<file path="config.mk">
export PLATFORM = sky130hd
export DESIGN_NAME = trig_delay_seq
export DESIGN_NICKNAME = d
export VERILOG_FILES = /design/src/rtl/trig_delay_pkg.sv /design/src/rtl/tds_sync_edge.sv /design/src/rtl/tds_pulse_timer.sv /design/src/rtl/tds_coarse_ctr.sv /design/src/rtl/trig_delay_seq.sv
export SDC_FILE = /design/constraint.sdc
export NUM_CORES = 1
export LEC_CHECK = 0
export BUFFER_PORTS_ARGS = -buffer_cell sky130_fd_sc_hd__buf_2
export CORE_MARGIN = 2
export CORE_UTILIZATION = 56
export DETAILED_ROUTE_END_ITERATION = 6
export PLACE_DENSITY = 0.76
export SLEW_MARGIN = 0
export SYNTH_ARGS = -nofsm -noshare
export SYNTH_HDL_FRONTEND = slang
export SYNTH_SLANG_ARGS = --single-unit
</file>
<file path="constraint.sdc">
create_clock -name clk_i -period 1.9 [get_ports clk_i]
set_input_delay 0.095 -clock clk_i [delete_from_list [all_inputs] [get_ports clk_i]]
set_output_delay 0.095 -clock clk_i [all_outputs]
set_load 0.05 [all_outputs]
</file>
<file path="src/rtl/trig_delay_pkg.sv">
`timescale 1ns/1ps
package trig_delay_pkg;
  typedef enum logic [2:0] {
    ST_IDLE,
    ST_RAMP_A,
    ST_GATE,
    ST_COUNT,
    ST_RAMP_B
  } seq_state_e;
endpackage

</file>
<file path="src/rtl/tds_sync_edge.sv">
`timescale 1ns/1ps
module tds_sync_edge #(
  parameter int unsigned STAGES = 2
) (
  input  logic clk_i,
  input  logic rst_ni,
  input  logic d_i,
  output logic rise_o
);
  // STAGES synchronizer flops plus one history flop for edge detection
  logic [STAGES:0] sh_q;

  always_ff @(posedge clk_i or negedge rst_ni) begin
    if (!rst_ni) sh_q <= '0;
    else         sh_q <= {sh_q[STAGES-1:0], d_i};
  end

  assign rise_o = sh_q[STAGES-1] & ~sh_q[STAGES];
endmodule

</file>
<file path="src/rtl/tds_pulse_timer.sv">
`timescale 1ns/1ps
module tds_pulse_timer #(
  parameter int unsigned LEN = 2,
  localparam int unsigned W = $clog2(LEN + 1)
) (
  input  logic clk_i,
  input  logic rst_ni,
  input  logic start_i,
  input  logic kill_i,
  output logic act_o
);
  logic [W-1:0] cnt_q;

  always_ff @(posedge clk_i or negedge rst_ni) begin
    if (!rst_ni)            cnt_q <= '0;
    else if (start_i)       cnt_q <= W'(LEN);
    else if (kill_i)        cnt_q <= '0;
    else if (cnt_q != '0)   cnt_q <= cnt_q - 1'b1;
  end

  assign act_o = (cnt_q != '0);
endmodule

</file>
<file path="src/rtl/tds_coarse_ctr.sv">
`timescale 1ns/1ps
module tds_coarse_ctr #(
  parameter int unsigned W = 8
) (
  input  logic         clk_i,
  input  logic         rst_ni,
  input  logic         load_i,
  input  logic [W-1:0] val_i,
  input  logic         dec_i,
  output logic         zero_o
);
  logic [W-1:0] cnt_q;

  always_ff @(posedge clk_i or negedge rst_ni) begin
    if (!rst_ni)     cnt_q <= '0;
    else if (load_i) cnt_q <= val_i;
    else if (dec_i)  cnt_q <= cnt_q - 1'b1;
  end

  assign zero_o = (cnt_q == '0);
endmodule

</file>
<file path="src/rtl/trig_delay_seq.sv">
`timescale 1ns/1ps
module trig_delay_seq
  import trig_delay_pkg::*;
#(
  parameter int unsigned CNT_W       = 8,
  parameter int unsigned SYNC_STAGES = 2,
  parameter int unsigned HOLD_CYC    = 660,  // 3.3 us at 200 MHz
  parameter int unsigned SMP_CYC     = 2
) (
  input  logic             clk_i,
  input  logic             rst_ni,
  input  logic             trig_i,
  input  logic             cmp_i,
  input  logic [CNT_W-1:0] count_i,
  input  logic             load_i,
  input  logic             arm_i,
  input  logic             ack_i,
  output logic             ramp_en_o,
  output logic             ramp_rst_o,
  output logic             hold_o,
  output logic             sample_o,
  output logic             ready_o,
  output logic             irq_o,
  output logic             halt_o
);
  seq_state_e st_q, st_d;
  logic trig_rise, cmp_rise, cnt_zero;
  logic idle_lat_q, irq_q, halt_q;
  logic accept, smp_lead, cnt_dec;

  tds_sync_edge #(.STAGES(SYNC_STAGES)) u_trig_sync (
    .clk_i, .rst_ni, .d_i(trig_i), .rise_o(trig_rise)
  );

  tds_sync_edge #(.STAGES(SYNC_STAGES)) u_cmp_sync (
    .clk_i, .rst_ni, .d_i(cmp_i), .rise_o(cmp_rise)
  );

  assign accept   = (st_q == ST_IDLE) && !idle_lat_q && trig_rise;
  assign smp_lead = (st_q == ST_RAMP_B) && cmp_rise;
  assign cnt_dec  = (st_q == ST_COUNT) && !cnt_zero;

  tds_coarse_ctr #(.W(CNT_W)) u_ctr (
    .clk_i, .rst_ni,
    .load_i(accept), .val_i(count_i), .dec_i(cnt_dec), .zero_o(cnt_zero)
  );

  tds_pulse_timer #(.LEN(HOLD_CYC)) u_hold (
    .clk_i, .rst_ni, .start_i(accept), .kill_i(ack_i), .act_o(hold_o)
  );

  tds_pulse_timer #(.LEN(SMP_CYC)) u_smp (
    .clk_i, .rst_ni, .start_i(smp_lead), .kill_i(1'b0), .act_o(sample_o)
  );

  always_comb begin
    st_d = st_q;
    unique case (st_q)
      ST_IDLE:   if (accept) st_d = ST_RAMP_A;
      ST_RAMP_A: st_d = ST_GATE;     // first clock edge ends interval A
      ST_GATE:   st_d = ST_COUNT;    // next edge starts the countdown
      ST_COUNT:  if (cnt_zero) st_d = ST_RAMP_B;
      ST_RAMP_B: if (cmp_rise) st_d = ST_IDLE;
      default:   st_d = ST_IDLE;
    endcase
    if (load_i) st_d = ST_IDLE;      // latch set clears ramp control at once
  end

  always_ff @(posedge clk_i or negedge rst_ni) begin
    if (!rst_ni) begin
      st_q       <= ST_IDLE;
      idle_lat_q <= 1'b1;
      irq_q      <= 1'b0;
      halt_q     <= 1'b0;
    end else begin
      st_q <= st_d;
      if (load_i || smp_lead) idle_lat_q <= 1'b1;
      else if (arm_i)         idle_lat_q <= 1'b0;
      if (smp_lead)           irq_q <= 1'b1;
      else if (ack_i)         irq_q <= 1'b0;
      if (accept)             halt_q <= 1'b1;
      else if (smp_lead)      halt_q <= 1'b0;
    end
  end

  assign ramp_en_o  = (st_q == ST_RAMP_A) || (st_q == ST_RAMP_B);
  assign ramp_rst_o = idle_lat_q;
  assign ready_o    = idle_lat_q;
  assign irq_o      = irq_q;
  assign halt_o     = halt_q;
endmodule

</file>
# Yosys cells after proc, flatten, opt, wreduce, memory -nomap -nowiden
# Index checks and enable logic that the tools add are counted.
# word_totals
register_bits,32
latchBits,0
ramBits,0
rom_bits,0
in_bits,15
out_inout_bits,7
word_cells,60
n_memories,0
# classes
add_sub_neg,3
mul,0
div_mod_pow,0
magnitude_cmp,0
n_eq_ne,7
n_shift,0
muxes,18
bitwise,4
reduce_logical,19
# ops
cell,count
$mux W10,3
$mux W8,2
$pmux W3 S5,1
$mux W3,4
$reduce_bool A2 Y1,6
$reduce_bool A10 Y1,1
$sub A10 B1 Y10 const B,1
$ne A3 B3 Y1 const B,3
$logic_not A8 Y1,1
$sub A8 B1 Y8 const B,1
$eq A3 B2 Y1 const B,2
$mux W1,6
$logic_and A1 B1 Y1,4
$mux W2,2
$eq A3 B1 Y1 const B,1
$eq A3 B3 Y1 const B,1
$logic_not A3 Y1,1
$reduce_and A3 Y1,1
$reduce_bool A3 Y1,1
$and A1 B1 Y1,2
$logic_not A1 Y1,2
$logic_or A1 B1 Y1,2
$not A1 Y1,2
$sub A2 B1 Y2 const B,1

# Depth between registers and ports, before layout
# logic_depth
ltp_word,6
depth_mapped,7
ltp_nobuf,7

# Cells and area by module
# Synthesis repeated with hierarchy kept, for this count alone.
# unflattened
hier_cells,170
area_unflattened_um2,1745.4
# by_module_without_submodules
mod,instances,cells_per_inst,area_per_inst_um2,seq_area_each_um2
tds_pulse_timer at u_hold,1,67,644.4,250.2
tds_coarse_ctr,1,50,474.2,200.2
trig_delay_seq,1,33,332.8,151.4
tds_sync_edge,2,4,88.8,75.1
tds_pulse_timer at u_smp,1,12,116.4,50.0

# Worst setup path before layout
# OpenSTA, ideal clock, no wires.
# synth_timing
path_type,flip-flop to flip-flop
from,register u_hold.cnt_q[3]
to,register u_hold.cnt_q[1]
setup_time_ns,0.094
arrival_ns,1.670
required_time_ns,1.806
path_slack_ns,0.136
path_stages_with_launch,5
synth_period_minus_slack_ns,1.764
cell_sequence,dfrtp_1 or3_1 nor4_4 inv_2 a211oi_1
# synth_via
elab_chain_len,2
# synth_rtl
element,line_no,rtl
"start, declared",tds_pulse_timer.sv:12,logic [W-1:0] cnt_q;
"start signal, assigned",tds_pulse_timer.sv:16,else if (start_i) cnt_q <= W'(LEN);
"start signal, assigned",tds_pulse_timer.sv:18,else if (cnt_q != '0) cnt_q <= cnt_q - 1'b1;
$reduce_bool A10 Y1,-,
named net hold_o,trig_delay_seq.sv:20,"output logic hold_o,"
$reduce_bool A3 Y1 (no source line),-,
# The timed path passes the listed nets, and every way through them passes these cells.
# A chain may end at the register's enable or synchronous reset.

# Worst setup path after layout
# layout_timing
from,register u_hold.cnt_q[3]
to,output hold_o
# layout_via
elab_chain_len,1
# layout_rtl
element,line_no,rtl
$reduce_bool A10 Y1,tds_pulse_timer.sv:21,assign act_o = (cnt_q != '0);
"end, declared",trig_delay_seq.sv:20,
# Every way passes these cells.

==> results summary <==
For the pin with the worst max-slew slack, the measured transition is 689 ps. The met1 wire length is 1.45 mm. The layout overhead on the synthesized area is 21.6%. The share of layout cells above drive strength 1 came out at 24.1%. The root buffer cell chosen for the clock tree is clkbuf_4. Across the routed clock network, the largest skew measured is 6.92 ps.

The via count of the first global-routing pass is 1236. The initial antenna violation count is 0. The post-synthesis cell type with the largest combined area is dfrtp_1. The worst voltage drop across the vdd grid is 1.23 mV. Sequential cells were found to cover 50.1% of the synthesized design area. The post-synthesis cell area is 1600 sq um.

The number of cell rows is 19. The per-instance average area after synthesis came out at 9.89 sq um. The met3 wire length is 180 um. During I/O placement, the number of pins put on the boundary was 22. The count of pins over their slew limit came to 0. The clock passes through at most 2 buffers. The horizontal extent of the die is 57.5 um. Power spread over the standard cell area amounts to 1440 nW/um^2. The maximum number of pins on one net before global-route repair is 33.

The detailed placer's ending HPWL came out at 2.26 mm. In the synthesized netlist the async set-or-reset flop fraction comes to 100%. After detailed routing, the met2 layer carries 1.58 mm of wire. The count of flip-flops with a built-in enable after synthesis came out at 0. Of the available clock period, the critical path in the final layout requires 96.1%.

STA classifies the critical path startpoint as a flop. The highest clock rate came out at 548 MHz. The area of the die is 3300 sq um. In the final routed layout, each cell accounts on average for 14.2 um. Counting flops and latches in the post-synthesis netlist gives 32. Synthesis instantiated 43 different standard cells from the library. The reported leakage power is 0.887 nW. The number of clock buffers added by TritonCTS is 5. 0 antenna diodes ended up in the layout.

In this run the worst path has a maximum fanout of 5. The clock slew seen by the registers of the worst setup and hold paths is 110 ps. The total global routing track utilization is 22.1%. Input and output buffers added on the ports amount to 21. The most used flip-flop cell after synthesis is dfrtp_1. The count of final hold-check violations came out at 0.

The critical path is of the flop to output pin type. The minimum clock period after layout came out at 1830 ps. The number of DRC markers in iteration 0 came out at 48. For the worst setup path, the data arrival time is 1730 ps. CTS saw 32 sinks.

The top-area cell type share of the netlist area came out at 48.4%. At the later pin of the worst-skew pair, clock insertion delay measures 340 ps. The core outline area came out at 2730 sq um. The worst hold slack across all endpoints is 6.69 ps.

The y dimension of the die came out at 57.5 um. Sorting the synthesized cells by area gives the leading types as dfrtp_1 (48%), nor2_1 (4.2%), a21oi_1 (4.1%). The total number of H-tree levels came out at 2. The post-route antenna net violation count came out at 0.

The path class of the tightest hold or removal check is input port to flop. The tool flagged a number of max-cap violations equal to 0. In the synthesized netlist, the number of instances is 162.

The total of endpoints with negative setup slack in the final report is 0. The congestion estimate from routability-driven global placement came to 0.866. The flow ran to the end, and the final reports show no timing, DRC or antenna violations. The effective utilization at floorplan is 58.6%. The first-pass iteration count of the detailed router came out at 4.

At the end of the flow, the number of nets in the layout was 217. STA classifies the critical path endpoint as an output pin. The routed wire length came out at 3.26 mm. The library cell with the highest instance count after synthesis is dfrtp_1.

The number of synthesis warnings is 0. For this run, design rule violations remaining after detail routing come to 0. For the worst setup path, the data required time is 1800 ps.

The overall power is 2.81 mW. The per-cell via count in the routed design is 5.71. The first global-routing pass estimated 5.51 mm of wire. The vias after detailed routing came out at 1313. TritonCTS built the clock tree.

The total overflow reported by the global router is 0. The net count after synthesis is 181. The highest layer touched by signal routing is met4. Ranked by instance count, the synthesized netlist is headed by dfrtp_1 (31), nor2_1 (18), a21oi_1 (13). The relative slew slack is 54.1%.
[path summary, 6_finish.rpt]
path	to	slack, ps	cells after the start	start
worst max-delay path	hold_o	70	4	u_hold.cnt_q[3]
worst min-delay path	u_ctr.cnt_q[2]	7	3	count_i[2]
worst max register to register	u_ctr.cnt_q[6]	70	3	u_ctr.cnt_q[4]
worst min register to register	u_cmp_sync.sh_q[1]	360	0	u_cmp_sync.sh_q[0]
max in group asynchronous	u_hold.cnt_q[3]	1100	2	rst_ni
min in group asynchronous	st_q[1]	320	2	rst_ni
[critical path, stage by stage (launching register included)]
cell and delay (ps):
dfrtp_2 420, or3_4 420, nor4_4 310, inv_2 80, buf_6 160
[per-stage QoR]
step	area, sq um	setup TNS (ps)	setup slack (ps)	cells	util [%]
2_1_floorplan	1600	0	136	162	-
3_3_place_gp	1750	0	165	213	64.0
3_5_place_dp	1750	0	73.2	213	64.0
4_1_cts	1890	0	3.62	227	69.3
5_1_grt	1950	-7.49	-7.49	230	71.3
6_report	1950	0	75.0	230	71.3
[logic make-up after synthesis]
group,share of synthesized area (%)
AO/OA/AOI/OAI,13.6
XOR/XNOR,4.92
adder cells (fa/ha/maj),3.13
buffers and inverters,3.75
flip-flops,50.1
multiplexers,1.88
AND/OR/NAND/NOR,22.7
[flip-flops by register name, indices dropped and copies added (netlist names)]
register / flops
u_smp.cnt_q: 2
ramp_rst_o: 1
u_hold.cnt_q: 10
u_trig_sync.sh_q: 3
u_cmp_sync.sh_q: 3
irq_o: 1
u_ctr.cnt_q: 8
halt_o: 1
st_q: 3
[final cells by class]
class	instances	area [sq um]
Multi-Input combinational cell	115	768
Sequential cell	32	803
Inverter	11	41.3
Fill cell	207	786
Tap cell	31	38.8
Clock inverter	3	42.5
Clock buffer	5	37.5
Timing Repair Buffer	33	216
[power by group]
group | total, mW | internal (mW) | leakage, nW | switching, mW
registers | 1.05 | 0.872 | 0.388 | 0.182
clock network | 0.527 | 0.274 | 0.0412 | 0.252
logic | 1.23 | 0.548 | 0.458 | 0.683
total | 2.81 | 1.69 | 0.887 | 1.12
[layer usage]
metal,global-route usage [%],up-vias
li1,-,640
met5,0,-
met2,33.1,42
met3,7.26,6
met4,11.3,0
met1,28.5,625
[what timing repair did]
action                                  in CTS  in global routing
endpoints found under the setup margin       1                  5
hold buffers                                 5                  1
gates resized for setup                      1                 10
endpoints found under the hold margin       38                  2
cloned                                       0                  0
buffers inserted                             1                  2
pin swaps                                    1                  2
[placed cells by master, fill, tap and decap left out, drive strengths merged, types with 4 or more instances in the layout]
| cell | n |
|---|---|
| or3 | 5 |
| xor2 | 5 |
| clkbuf | 5 |
| nand2 | 10 |
| inv | 11 |
| ha | 4 |
| dlygate4sd3 | 6 |
| dfrtp | 31 |
| a21oi | 13 |
| o21ai | 8 |
| nor4 | 4 |
| nor2b | 4 |
| xnor2 | 4 |
| buf | 27 |
| nor3 | 6 |
| nor2 | 18 |
Power figures use the tool's default switching activity.
